### src/rtl/pp_dreq_pkg.sv
package pp_dreq_pkg;
  localparam int BYTE_W = 8;
  typedef logic [BYTE_W-1:0] byte_t;
  typedef enum logic {DIR_RX = 1'b0, DIR_TX = 1'b1} dir_e;
endpackage

### src/rtl/pp_byte_fifo.sv
module pp_byte_fifo
  import pp_dreq_pkg::*;
#(
  parameter int DEPTH = 16,
  parameter int LANES = 2,
  localparam int CW = $clog2(DEPTH + 1),
  localparam int AW = $clog2(DEPTH)
) (
  input  logic          clk,
  input  logic          rst_n,
  input  logic [CW-1:0] push_cnt,
  input  byte_t         push_data [LANES],
  input  logic [CW-1:0] pop_cnt,
  output byte_t         peek [LANES],
  output logic [CW-1:0] level
);
  byte_t         mem [DEPTH];
  logic [AW-1:0] wr_ptr;
  logic [AW-1:0] rd_ptr;

  always_ff @(posedge clk or negedge rst_n) begin
    if (!rst_n) begin
      wr_ptr <= '0;
      rd_ptr <= '0;
      level  <= '0;
    end else begin
      wr_ptr <= wr_ptr + AW'(push_cnt);
      rd_ptr <= rd_ptr + AW'(pop_cnt);
      level  <= level + push_cnt - pop_cnt;
    end
  end

  always_ff @(posedge clk) begin
    for (int i = 0; i < LANES; i++) begin
      if (CW'(i) < push_cnt) mem[wr_ptr + AW'(i)] <= push_data[i];
    end
  end

  for (genvar g = 0; g < LANES; g++) begin : g_peek
    assign peek[g] = mem[rd_ptr + AW'(g)];
  end


  fifo_level_bound_chk: assert property (@(posedge clk) disable iff (!rst_n)
    level <= CW'(DEPTH));

  no_overflow_chk: assert property (@(posedge clk) disable iff (!rst_n)
    (int'(level) + int'(push_cnt)) <= DEPTH);

  no_underrun_chk: assert property (@(posedge clk) disable iff (!rst_n)
    pop_cnt <= level);
endmodule

### src/rtl/pp_host_port.sv
module pp_host_port
  import pp_dreq_pkg::*;
#(
  parameter int DEPTH = 16,
  parameter int LANES = 2,
  localparam int CW = $clog2(DEPTH + 1),
  localparam int HW = BYTE_W * LANES
) (
  input  logic          clk,
  input  logic          rst_n,
  input  logic          dir_tx,
  input  logic          host_rd,
  input  logic          host_wr,
  input  logic [HW-1:0] host_wdata,
  input  logic          err_clr,
  input  logic [CW-1:0] level,
  input  byte_t         peek [LANES],
  output logic [CW-1:0] pop_cnt,
  output logic [CW-1:0] push_cnt,
  output byte_t         push_data [LANES],
  output logic [HW-1:0] host_rdata,
  output logic          underflow,
  output logic          overflow
);
  logic [CW-1:0] avail;
  logic [CW-1:0] free_slots;
  logic          rd_go;
  logic          wr_try;
  logic          wr_go;
  logic          short_rd;
  logic          blocked_wr;
  logic [HW-1:0] rd_next;

  assign avail      = (level >= CW'(LANES)) ? CW'(LANES) : level;
  assign free_slots = CW'(DEPTH) - level;
  assign rd_go      = host_rd && !dir_tx;
  assign wr_try     = host_wr && dir_tx;
  assign short_rd   = rd_go && (level < CW'(LANES));
  assign blocked_wr = wr_try && (free_slots < CW'(LANES));
  assign wr_go      = wr_try && !blocked_wr;
  assign pop_cnt    = rd_go ? avail : '0;
  assign push_cnt   = wr_go ? CW'(LANES) : '0;

  for (genvar g = 0; g < LANES; g++) begin : g_lane
    assign push_data[g] = host_wdata[g*BYTE_W +: BYTE_W];
  end

  always_comb begin
    rd_next = '0;
    for (int i = 0; i < LANES; i++) begin
      if (rd_go && (CW'(i) < avail)) rd_next[i*BYTE_W +: BYTE_W] = peek[i];
    end
  end

  always_ff @(posedge clk or negedge rst_n) begin
    if (!rst_n) begin
      host_rdata <= '0;
      underflow  <= 1'b0;
      overflow   <= 1'b0;
    end else begin
      if (host_rd) host_rdata <= rd_next;
      if (short_rd)     underflow <= 1'b1;
      else if (err_clr) underflow <= 1'b0;
      if (blocked_wr)   overflow <= 1'b1;
      else if (err_clr) overflow <= 1'b0;
    end
  end


  drop_on_full_chk: assert property (@(posedge clk) disable iff (!rst_n)
    (host_wr && dir_tx && (int'(level) > DEPTH - LANES)) |-> (push_cnt == '0));

  wrong_dir_idle_chk: assert property (@(posedge clk) disable iff (!rst_n)
    dir_tx |-> (pop_cnt == '0));

  sticky_flag_chk: assert property (@(posedge clk) disable iff (!rst_n)
    ($fell(underflow) || $fell(overflow)) |-> $past(err_clr));
endmodule

### src/rtl/pp_dreq_ctrl.sv
module pp_dreq_ctrl
  import pp_dreq_pkg::*;
#(
  parameter int DEPTH = 16,
  parameter int LANES = 2,
  localparam int CW = $clog2(DEPTH + 1)
) (
  input  logic          clk,
  input  logic          rst_n,
  input  logic          dir_tx,
  input  logic          dma_en,
  input  logic          thr_load,
  input  logic [CW-1:0] thr_value,
  input  logic [CW-1:0] level,
  output logic          dreq_n
);
  logic [CW-1:0] thr_q;
  logic [CW-1:0] metric;
  dir_e          dir_q;
  logic          armed_q;
  logic          req_q;
  logic          low;
  logic          hit;
  logic          dir_chg;

  // receive watches bytes held, transmit watches free slots
  assign metric  = dir_tx ? (CW'(DEPTH) - level) : level;
  assign low     = metric < CW'(LANES);
  assign hit     = (thr_q != '0) && (metric >= thr_q) && !low;
  assign dir_chg = dir_e'(dir_tx) != dir_q;
  assign dreq_n  = ~(req_q & dma_en);

  always_ff @(posedge clk or negedge rst_n) begin
    if (!rst_n) begin
      thr_q   <= '0;
      dir_q   <= DIR_RX;
      armed_q <= 1'b1;
      req_q   <= 1'b0;
    end else begin
      if (thr_load) thr_q <= thr_value;
      dir_q <= dir_e'(dir_tx);
      if (!dma_en) begin
        armed_q <= 1'b1;
        req_q   <= 1'b0;
      end else if (dir_chg) begin
        armed_q <= 1'b0;
        req_q   <= 1'b0;
      end else if (req_q && low) begin
        armed_q <= 1'b0;
        req_q   <= 1'b0;
      end else if (!req_q && armed_q && hit) begin
        req_q <= 1'b1;
      end
    end
  end


  rise_needs_arm_chk: assert property (@(posedge clk) disable iff (!rst_n)
    $rose(req_q) |-> ($past(armed_q) && $past(dma_en)));

  zero_thr_quiet_chk: assert property (@(posedge clk) disable iff (!rst_n)
    $rose(req_q) |-> ($past(thr_q) != '0));

  hold_band_chk: assert property (@(posedge clk) disable iff (!rst_n)
    (req_q && dma_en && !dir_chg && !low) |=> req_q);

  dir_drop_chk: assert property (@(posedge clk) disable iff (!rst_n)
    (dma_en && dir_chg) |=> !req_q);

  en_low_clear_chk: assert property (@(posedge clk) disable iff (!rst_n)
    !dma_en |=> !req_q);
endmodule

### src/rtl/pp_fifo_dreq.sv
module pp_fifo_dreq
  import pp_dreq_pkg::*;
#(
  parameter int DEPTH = 16,
  parameter int HOST_BYTES = 2,
  localparam int CW = $clog2(DEPTH + 1),
  localparam int HW = 8 * HOST_BYTES
) (
  input  logic          clk,
  input  logic          rst_n,
  input  logic          cfg_dir,
  input  logic          cfg_dma_en,
  input  logic          thr_load,
  input  logic [CW-1:0] thr_value,
  input  logic          err_clr,
  input  logic          dev_in_valid,
  output logic          dev_in_ready,
  input  logic [7:0]    dev_in_data,
  output logic          dev_out_valid,
  input  logic          dev_out_ready,
  output logic [7:0]    dev_out_data,
  input  logic          host_rd,
  input  logic          host_wr,
  input  logic [HW-1:0] host_wdata,
  output logic [HW-1:0] host_rdata,
  output logic [CW-1:0] fill_level,
  output logic          underflow,
  output logic          overflow,
  output logic          dreq_n
);
  logic [CW-1:0] level;
  logic [CW-1:0] hp_pop;
  logic [CW-1:0] hp_push;
  byte_t         hp_data [HOST_BYTES];
  byte_t         peek [HOST_BYTES];
  byte_t         fifo_data [HOST_BYTES];
  logic [CW-1:0] fifo_push;
  logic [CW-1:0] fifo_pop;
  logic          dev_push;
  logic          dev_pop;

  assign dev_in_ready  = !cfg_dir && (level != CW'(DEPTH));
  assign dev_push      = dev_in_valid && dev_in_ready;
  assign dev_out_valid = cfg_dir && (level != '0);
  assign dev_out_data  = peek[0];
  assign dev_pop       = dev_out_valid && dev_out_ready;
  assign fill_level    = level;

  assign fifo_push = cfg_dir ? hp_push : CW'(dev_push);
  assign fifo_pop  = cfg_dir ? CW'(dev_pop) : hp_pop;

  for (genvar g = 0; g < HOST_BYTES; g++) begin : g_wsel
    if (g == 0) begin : g_first
      assign fifo_data[g] = cfg_dir ? hp_data[g] : dev_in_data;
    end else begin : g_rest
      assign fifo_data[g] = hp_data[g];
    end
  end

  pp_byte_fifo #(.DEPTH(DEPTH), .LANES(HOST_BYTES)) u_fifo (
    .clk       (clk),
    .rst_n     (rst_n),
    .push_cnt  (fifo_push),
    .push_data (fifo_data),
    .pop_cnt   (fifo_pop),
    .peek      (peek),
    .level     (level)
  );

  pp_host_port #(.DEPTH(DEPTH), .LANES(HOST_BYTES)) u_host (
    .clk        (clk),
    .rst_n      (rst_n),
    .dir_tx     (cfg_dir),
    .host_rd    (host_rd),
    .host_wr    (host_wr),
    .host_wdata (host_wdata),
    .err_clr    (err_clr),
    .level      (level),
    .peek       (peek),
    .pop_cnt    (hp_pop),
    .push_cnt   (hp_push),
    .push_data  (hp_data),
    .host_rdata (host_rdata),
    .underflow  (underflow),
    .overflow   (overflow)
  );

  pp_dreq_ctrl #(.DEPTH(DEPTH), .LANES(HOST_BYTES)) u_ctrl (
    .clk       (clk),
    .rst_n     (rst_n),
    .dir_tx    (cfg_dir),
    .dma_en    (cfg_dma_en),
    .thr_load  (thr_load),
    .thr_value (thr_value),
    .level     (level),
    .dreq_n    (dreq_n)
  );


  stream_dir_chk: assert property (@(posedge clk) disable iff (!rst_n)
    !(dev_in_ready && dev_out_valid));

  en_forces_idle_chk: assert property (@(posedge clk) disable iff (!rst_n)
    !cfg_dma_en |-> dreq_n);
endmodule

### config.mk
export PLATFORM = sky130hd
export DESIGN_NAME = pp_fifo_dreq
export DESIGN_NICKNAME = d
export VERILOG_FILES = /design/src/rtl/pp_dreq_pkg.sv /design/src/rtl/pp_byte_fifo.sv /design/src/rtl/pp_host_port.sv /design/src/rtl/pp_dreq_ctrl.sv /design/src/rtl/pp_fifo_dreq.sv
export SDC_FILE = /design/constraint.sdc
export NUM_CORES = 1
export LEC_CHECK = 0
export CORE_UTILIZATION = 27
export CTS_BUF_LIST = sky130_fd_sc_hd__clkbuf_8
export DETAILED_ROUTE_END_ITERATION = 12
export HOLD_SLACK_MARGIN = 0.1
export SLEW_MARGIN = 20
export SYNTH_ARGS = -nofsm -noshare
export SYNTH_HDL_FRONTEND = slang
export SYNTH_SLANG_ARGS = --single-unit
### constraint.sdc
create_clock -name clk -period 5.15 [get_ports clk]
set_input_delay 0.515 -clock clk [delete_from_list [all_inputs] [get_ports clk]]
set_output_delay 0.515 -clock clk [all_outputs]
set_load 0.05 [all_outputs]
# ---- Yosys cells after proc, flatten, opt, wreduce, memory -nomap -nowiden
# Memories as Yosys holds them, arrays and structs flattened.
# Index checks and enable logic that the tools add are counted.
dict set report word_totals {
  reg_bits 39
  ram_bits 128
  input_bits 39
  out_inout_bits 34
  word_cells 80
  n_memories 1
}
dict set report classes {
  n_addsub 7
  magnitude_cmp 9
  n_eq_ne 4
  muxes 23
  n_bitwise 2
  reduce_logical 24
}
# name words width read_ports rd_clocked_by_memory_dff write_ports line_no
set mem_list {}
lappend mem_list {u_fifo.mem 16 8 2 0 2 pp_byte_fifo.sv:17} ;# byte_t mem [DEPTH];
# operator n
set op_table {}
lappend op_table {{5-bit 2-to-1 mux} 5}
lappend op_table {{8-bit 2-to-1 mux} 3}
lappend op_table {{1-bit by 5-bit less-than comparator with 1-bit output, first input constant} 4}
lappend op_table {{1-bit logical AND} 16}
lappend op_table {{5-bit by 2-bit less-than comparator with 1-bit output, second input constant} 3}
lappend op_table {{1-bit 2-to-1 mux} 14}
lappend op_table {{5-bit nonzero test} 2}
lappend op_table {{4-bit by 1-bit adder with 4-bit output, second input constant} 2}
lappend op_table {{4-bit adder} 2}
lappend op_table {{5-bit adder} 1}
lappend op_table {{5-bit by 2-bit >= comparator with 1-bit output, second input constant} 1}
lappend op_table {{5-bit >= comparator} 1}
lappend op_table {{5-bit inequality test, second input constant} 1}
lappend op_table {{5-bit subtractor} 1}
lappend op_table {{5-bit subtractor, first input constant} 1}
lappend op_table {{1-bit zero test} 4}
lappend op_table {{4-bit by 1-bit inequality test with 1-bit output, second input constant} 1}
lappend op_table {{2-bit nonzero test} 2}
lappend op_table {{3-bit by 1-bit inequality test with 1-bit output, second input constant} 1}
lappend op_table {{2-bit 2-to-1 mux} 1}
lappend op_table {{1-bit AND} 1}
lappend op_table {{1-bit inequality test} 1}
lappend op_table {{1-bit NOT} 1}

# ---- Depth between registers and ports, before layout
# Gate-level depths: netlist of run 1.
dict set report logic_depth {
  ltp_word 10
  depth_mapped 14
  ltp_nobuf 13
}

# ---- By module
# Synthesis of run 1 repeated with hierarchy kept, for this count alone.
dict set report unflattened {
  cells_unflattened 864
  hier_area_um2 10553.9
}
# mod n_inst cells_each area_per_inst_um2 seq_area_each_um2
set modules_own_cells {}
lappend modules_own_cells {pp_byte_fifo 1 659 8723.4 4169.0}
lappend modules_own_cells {pp_host_port 1 120 1059.8 450.4}
lappend modules_own_cells {pp_dreq_ctrl 1 58 543.0 201.4}
lappend modules_own_cells {pp_fifo_dreq 1 27 227.7 0.0}

# ---- Worst setup path after synthesis of run 1
# OpenSTA, ideal clock, no wires.
dict set report synth_path {
  path_type {reg2reg}
  start {reg u_fifo.level[0]}
  end {mem u_fifo.mem[2][0] in the netlist's numbering, enable pin}
  setup_ns 0.419
  t_arrival_ns 4.086
  required_ns 4.731
  slack_ns 0.644
  stages_incl_launch_ff 9
  n_path_buf 0
  period_less_slack_ns 4.506
  path_cell_list {dfrtp_1 > inv_1 > ha_1 > nor3b_1 > ha_1 > nor2_1 > and2_1 > nor2_1 > a2111oi_0}
}
# item line_no
set synth_rtl {}
lappend synth_rtl {{start: declaration} pp_byte_fifo.sv:15} ;# output logic [CW-1:0] level
lappend synth_rtl {{start signal: assignment} pp_byte_fifo.sv:29} ;# level <= level + push_cnt - pop_cnt;
lappend synth_rtl {{end: declaration} pp_byte_fifo.sv:17}

# ---- Worst setup path in the final report of run 1
dict set report layout_path {
  start {reg u_fifo.rd_ptr[2]}
  end {out dev_out_data[0]}
}
dict set report layout_between {
  elab_chain_len 1
}
# item line_no
set layout_rtl {}
lappend layout_rtl {{start: declaration} pp_byte_fifo.sv:19} ;# logic [AW-1:0] rd_ptr;
lappend layout_rtl {{start signal: assignment} pp_byte_fifo.sv:28} ;# rd_ptr <= rd_ptr + AW'(pop_cnt);
lappend layout_rtl {{memory 16 x 8 bit} -}
lappend layout_rtl {{end: declaration} pp_fifo_dreq.sv:21} ;# output logic [7:0] dev_out_data,
# Every way passes these cells.

==> results of run 1 <==
critical path, delay by kind of cell (launching register included):
kind	cells	cell delay, ns
compound gates	1	0.28
buf+inv	2	1.04
flops	1	1.06
mux	1	0.51
simple gates	1	0.08
final cells by class:
class,count,area (um^2),share of cell area
Sequential cell,167,4820,0.415
Clock buffer,18,248,0.0213
Timing Repair Buffer,92,883,0.0760
Multi-Input combinational cell,438,4830,0.416
Clock inverter,14,173,0.0149
Tap cell,461,577,0.0496
Inverter,23,86.3,0.00743
worst max path at each step:
stage / from / end / cells past startpoint
2_1_floorplan: u_fifo.level[0] / u_fifo.mem[2][0] / 8
3_3_place_gp: u_fifo.level[0] / u_fifo.mem[0][4] / 8
3_5_place_dp: u_fifo.level[0] / u_fifo.mem[0][4] / 8
4_1_cts: u_fifo.rd_ptr[2] / dev_out_data[0] / 5
5_1_grt: u_fifo.rd_ptr[2] / dev_out_data[0] / 5
6_report: u_fifo.rd_ptr[2] / dev_out_data[0] / 5
cell usage in the layout, fill, tap and decap left out, types with 4 or more instances in the layout:
cell type / Yosys / routed
mux2_4: 7 / 7
xnor2_1: 11 / 11
mux4_2: 64 / 64
ha_1: 23 / 23
nor2_2: 6 / 7
a21o_1: 12 / 12
mux2_2: 138 / 138
clkbuf_8: 0 / 18
dfrtp_1: 38 / 36
nor2b_1: 7 / 7
mux2i_1: 8 / 8
a21oi_1: 16 / 16
nand2_1: 22 / 22
nor2_1: 25 / 24
buf_4: 3 / 19
o21ai_0: 11 / 11
a22oi_1: 16 / 16
nand2_2: 5 / 5
edfxtp_1: 128 / 128
nand3_1: 4 / 4
nand2b_1: 4 / 4
a221o_1: 8 / 8
inv_1: 22 / 22
and2_1: 5 / 5
a211oi_1: 5 / 5
clkdlybuf4s50_1: 0 / 71
per-layer routing:
layer | vias to the layer above | share of wire | track usage
met2 | 238 | 0.47 | 0.240
met4 | 0 | 0.016 | 0.0430
met3 | 24 | 0.068 | 0.0244
met5 | - | 0 | 0
li1 | 2777 | - | -
met1 | 3253 | 0.45 | 0.214
where the power goes:
group          leakage, nW  switching, W  total (W)  internal [W]
combinational         2.20       0.00191    0.00346       0.00155
sequential            1.64      0.000326    0.00203       0.00171
clock                0.205      0.000535    0.00103      0.000496
sequential cells by signal (all words and copies together) (netlist names), 4 cells and up:
name,count
u_ctrl.thr_q,5
u_host.host_rdata,16
u_fifo.mem,128
u_fifo.level,5
u_fifo.wr_ptr,4
u_fifo.rd_ptr,4
cells by family after synthesis:
logic type                 Yosys count  synth area share
muxes                              217             0.321
DFF                                167             0.486
and+or+nand+nor                     95            0.0526
AOI/OAI and AO/OA                   83            0.0611
buffers and inverters               73            0.0315
adders and majority gates           26            0.0351
xor gates and xnor gates            14            0.0124
other                                2          0.000757
stage by stage:
stage	utilization	std cells	instance area (um^2)	hold slack, ns	total power (W)
2_1_floorplan	-	678	9920	0.219	0.00449
3_3_place_gp	0.312	1180	11200	0.460	0.00552
3_5_place_dp	0.312	1180	11200	0.469	0.00554
4_1_cts	0.324	1212	11600	0.260	0.00656
5_1_grt	0.324	1213	11600	0.507	0.00684
6_report	0.324	1213	11600	0.485	0.00653
timing repair:
item                                   4_1_cts  5_1_grt
hold buffers                                 0        1
setup buffers                                0        0
endpoints found under the hold margin        0       32
==> results.sh, run 1 <==
export IMPL_outcome="finished, final reports clean"
export IMPL_critical_path_arrival_ns=3.47
export IMPL_clkSlewWorstSetupHoldPaths_ns=0.10
export IMPL_via_count_of_the_first_global_routing_pass=6322
export IMPL_cpPeakStageDelay_ns=1.06
export IMPL_cts_max_path_buffers=2
export IMPL_post_synth_top_area_cell="edfxtp_1"
export IMPL_post_synth_top_count_cell="mux2_2"
export IMPL_yosys_cell_types_count=56
export IMPL_placement_setup_worst_slack_ns=1.45
export IMPL_post_route_drc_count=0
export IMPL_clockRootBuffer="clkbuf_8"
export IMPL_setup_viol_count_final=0
export IMPL_hpwlAfterDp_mm=19.2
export IMPL_grt_start_max_net_pins=40
export IMPL_synth_sequential_area_ratio=0.486
export IMPL_synth_avg_cell_area_um2=14.7
export IMPL_min_delay_path_class="reg2reg"
export IMPL_unrepaired_setup_endpoints_after_global_routing="no"
export IMPL_num_rows=69
export IMPL_vias=6292
export IMPL_final_max_slew_violation_count=0
export IMPL_congestion_overflow_gr=0
export IMPL_fin_crit_ns=3.99
export IMPL_worst_r2r_setup_slack_ns=1.35
export IMPL_wirelength_mm=28.3
export IMPL_grt_antenna_before_repair=0
export IMPL_die_width_um=194
export IMPL_r2r_worst_path_cells=8
export IMPL_gr_usage_all_layers=0.152
export IMPL_crit_path_top_delay_cell="dfrtp_2"
export IMPL_io_buffers=72
export IMPL_hold_path_depth=1
export IMPL_layout_nets=804
export IMPL_ys_warn_count=0
export IMPL_cts_resized=0
export IMPL_clkLatencyLatePin_ns=0.48
export IMPL_count_of_mapped_cells_out_of_synthesis=677
export IMPL_synthFlopType="edfxtp_1"
export IMPL_critical_path_endpoint_type="primary output"
export IMPL_vias_per_cell=5.19
export IMPL_setup_worst_path_class="reg2out"
export IMPL_min_delay_start="u_host.host_rdata[5]"
export IMPL_drt_pass1_iter_count=4
export IMPL_setup_tns_after_final_layout_ns=0
export IMPL_floorplan_initialDensity=0.277
export IMPL_drive_gt1_frac=0.383
export IMPL_place_congestion=0.821
export IMPL_core_area_um2=35800
export IMPL_antenna_violating_nets_post_route=0
export IMPL_crit_path_max_fanout=30
export IMPL_die_height_um=194
export IMPL_async_flop_share=0.234
export IMPL_synth_ff_latch_count=167
export IMPL_hold_path_endpoint="u_host.host_rdata[5]"
export IMPL_critical_path_reg2reg_endpoint="u_fifo.mem[0][7]"
export IMPL_achievable_frequency_mhz=251
export IMPL_critical_path_cell_chain="buf_4 > mux4_2 > a22oi_1 > nand2_1 > clkdlybuf4s50_1"
export IMPL_setup_slack_ns=1.16
export IMPL_critical_register_to_register_path_startpoint="u_fifo.level[0]"
export IMPL_drt_initial_drc_count=619
export IMPL_worstSetupStartpointType="flop"
export IMPL_number_of_enable_flip_flop_cells_after_synthesis=128
export IMPL_die_area_um2=37500
export IMPL_critPathRequiredTime_ns=4.64
export IMPL_synth_common_cells="138 x mux2_2, 128 x edfxtp_1, 64 x mux4_2"
export IMPL_period_utilisation_layout=0.774
export IMPL_cts_inserted_buffers=17
export IMPL_total_leakage_power_nw=4.05
export IMPL_number_of_antenna_repair_diodes=0
export IMPL_num_fill_cells=3500
export IMPL_area_growth_syn_to_layout_pct=17.2
export IMPL_ys_top_cells_by_area="edfxtp_1 39%, mux2_2 16%, mux4_2 15%, dfrtp_1 9.6%, ha_1 2.9%"
export IMPL_synth_area_um2=9920
export IMPL_hold_viol_final=0
export IMPL_vdd_ir_drop_worst_uv=224
export IMPL_tritoncts="yes"
export IMPL_htree_num_levels=4
export IMPL_max_cap_violations=0
export IMPL_power_density_of_the_placed_cells_nw_per_um2=561
export IMPL_finClkSkew_ns=0.0249
export IMPL_synthDominantCellAreaShare=0.387
export IMPL_global_route_wire_length_before_repair_mm=41.8
export IMPL_routedWlPerCell_um=23.4
export IMPL_worst_slew_pin_slew_ns=1.18
export IMPL_top_level_port_count=73
export IMPL_clock_sinks=167
export IMPL_maxSlewHeadroom=0.212
No activity file was read; power rests on OpenSTA's default activity.
==> inputs of run 2 (changes only) <==
Clock period 5.15 ns to 3.92 ns, I/O delays scaled along.
==> run 2 against run 1 <==
Clock-buffer cell count decreased by 1. Utilization increased by 0.070 points. Wire length increased by 4.0%. Critical path type unchanged.
==> results.sh, run 2 (synthesized netlist as in run 1, its figures left out) <==
export IMPL_die_width_um=194
export IMPL_postCtsSetupRepairBufs=0
export IMPL_dpl_cell_area_um2=11200
export IMPL_worst_slew_pin_slew_ns=1.12
export IMPL_global_route_wire_length_before_repair_mm=43.8
export IMPL_crit_path_max_fanout=18
export IMPL_final_cell_mix="138 x mux2_2, 128 x edfxtp_1, 71 x clkdlybuf4s50_1"
export IMPL_number_of_antenna_repair_diodes=0
export IMPL_hold_viol_final=0
export IMPL_clock_sinks=167
export IMPL_worstSetupStartpointType="flop"
export IMPL_num_rows=69
export IMPL_critical_path_reg2reg_endpoint="u_fifo.mem[15][3]"
export IMPL_clock_share_of_power=0.147
export IMPL_finClkSkew_ns=0.0169
export IMPL_grt_start_max_net_pins=40
export IMPL_total_leakage_power_nw=4.07
export IMPL_routedWlPerCell_um=24.2
export IMPL_netSwitchingFraction=0.430
export IMPL_drt_pass1_iter_count=5
export IMPL_tritoncts="yes"
export IMPL_cts_inserted_buffers=17
export IMPL_hold_path_depth=2
export IMPL_congestion_overflow_gr=0
export IMPL_power_density_of_the_placed_cells_nw_per_um2=737
export IMPL_outcome="finished, final reports clean"
export IMPL_critical_path_cell_chain="buf_12 > mux4_2 > a22oi_1 > nand2_1 > clkdlybuf4s50_1"
export IMPL_antenna_violating_nets_post_route=0
export IMPL_period_utilisation_layout=0.933
export IMPL_setup_worst_path_class="reg2out"
export IMPL_largest_registers="u_fifo.mem: 128 flops, u_host.host_rdata: 16 flops"
export IMPL_grt_antenna_before_repair=0
export IMPL_setup_viol_count_final=0
export IMPL_hold_path_endpoint="u_ctrl.armed_q"
export IMPL_vias_per_cell=5.27
export IMPL_core_area_um2=35800
export IMPL_critical_register_to_register_path_startpoint="u_fifo.level[0]"
export IMPL_internal_power_w=0.00489
export IMPL_min_delay_path_class="in2reg"
export IMPL_final_common_cell="mux2_2"
export IMPL_fin_crit_ns=3.66
export IMPL_critPathRequiredTime_ns=3.53
export IMPL_die_height_um=194
export IMPL_r2r_worst_path_cells=9
export IMPL_die_area_um2=37500
export IMPL_drive_gt1_frac=0.388
export IMPL_via_count_of_the_first_global_routing_pass=6577
export IMPL_cts_resized=0
export IMPL_top_level_port_count=73
export IMPL_io_buffers=72
export IMPL_vdd_ir_drop_worst_uv=577
export IMPL_worst_r2r_setup_slack_ns=0.30
export IMPL_critical_path_arrival_ns=3.26
export IMPL_maxSlewHeadroom=0.249
export IMPL_max_cap_violations=0
export IMPL_wirelength_mm=29.5
export IMPL_largest_register_ff_count=128
export IMPL_place_congestion=0.874
export IMPL_area_growth_syn_to_layout_pct=17.4
export IMPL_min_delay_start="cfg_dma_en"
export IMPL_seq_power_share=0.311
export IMPL_achievable_frequency_mhz=274
export IMPL_cpLargestDelayFamily="buffers and inverters"
export IMPL_part_of_the_power_in_combinational_logic=0.542
export IMPL_cpPeakStageDelay_ns=0.82
export IMPL_vias=6422
export IMPL_unrepaired_setup_endpoints_after_global_routing="no"
export IMPL_clockRootBuffer="clkbuf_8"
export IMPL_crit_path_top_delay_cell="dfrtp_2"
export IMPL_final_core_utilization=0.325
export IMPL_clkLatencyLatePin_ns=0.46
export IMPL_clkSlewWorstSetupHoldPaths_ns=0.10
export IMPL_max_flop_register="u_fifo.mem"
export IMPL_fin_worst_hold_slack_ns=0.466
export IMPL_critical_path_endpoint_type="primary output"
export IMPL_floorplan_initialDensity=0.277
export IMPL_layout_nets=809
export IMPL_cp_num_buf_inv=2
export IMPL_final_design_area_no_fill_um2=11600
export IMPL_hpwlAfterDp_mm=20.5
export IMPL_post_route_drc_count=0
export IMPL_drt_initial_drc_count=687
export IMPL_final_max_slew_violation_count=0
export IMPL_cts_max_path_buffers=2
export IMPL_gr_usage_all_layers=0.159
export IMPL_htree_num_levels=4
export IMPL_switchingPower_w=0.00369
==> run 2: cell types whose count changed in the layout (fill, tap and decap cells not counted), moves of 2 or more <==
cell and change:
clkinv_4 +3, clkinv_2 +2, clkinvlp_4 -2, buf_4 +3
==> run 2: layer usage <==
metal | global-route usage | up-vias | part of all wire
li1 | - | 2787 | -
met1 | 0.225 | 3340 | 0.46
met2 | 0.241 | 268 | 0.45
met3 | 0.0407 | 27 | 0.077
met4 | 0.0430 | 0 | 0.016
met5 | 0 | - | 0
==> run 2: layout make-up <==
class / count / area [um^2]
clock inverter: 15 / 155
tap: 461 / 577
inverter: 23 / 86.3
timing repair buffer: 97 / 931
fill: 3475 / 24200
clock buffer: 17 / 234
multi-input combinational: 438 / 4840
sequential: 167 / 4820
==> run 2: worst max-delay path by stage <==
stage	from	endpoint	slack [ns]	cells after the start
finish	u_fifo.rd_ptr[2]	dev_out_data[1]	0.26	5
global route	u_fifo.rd_ptr[2]	dev_out_data[6]	0.07	5
CTS	u_fifo.rd_ptr[2]	dev_out_data[6]	0.19	5
detailed placement	u_fifo.level[0]	u_fifo.mem[2][6]	0.25	9
global placement	u_fifo.level[0]	u_fifo.mem[2][1]	0.42	9
floorplan	u_fifo.level[0]	u_fifo.mem[2][0]	-0.22	8
==> run 2: per-stage QoR <==
step / std cells / TNS (ns) / worst slack, ns / power (W)
2_1_floorplan: 678 / -3.58 / -0.224 / 0.00591
3_3_place_gp: 1185 / 0 / 0.416 / 0.00734
3_5_place_dp: 1185 / 0 / 0.245 / 0.00737
4_1_cts: 1218 / 0 / 0.188 / 0.00863
5_1_grt: 1218 / 0 / 0.0749 / 0.00902
6_report: 1218 / 0 / 0.264 / 0.00858
==> run 2: timing repair <==
item | in CTS | in global routing
setup endpoints to repair | 0 | 0
hold buffers | 1 | 0
hold endpoints to repair | 38 | 0
==> run 2: power by group through the flow <==
stage	Combinational, W	Sequential (W)	Clock (W)
floorplan	0.00312	0.00278	0
finish	0.00465	0.00266	0.00126
global placement	0.00464	0.00270	0
global route	0.00495	0.00271	0.00136
detailed placement	0.00468	0.00269	0
CTS	0.00469	0.00266	0.00129
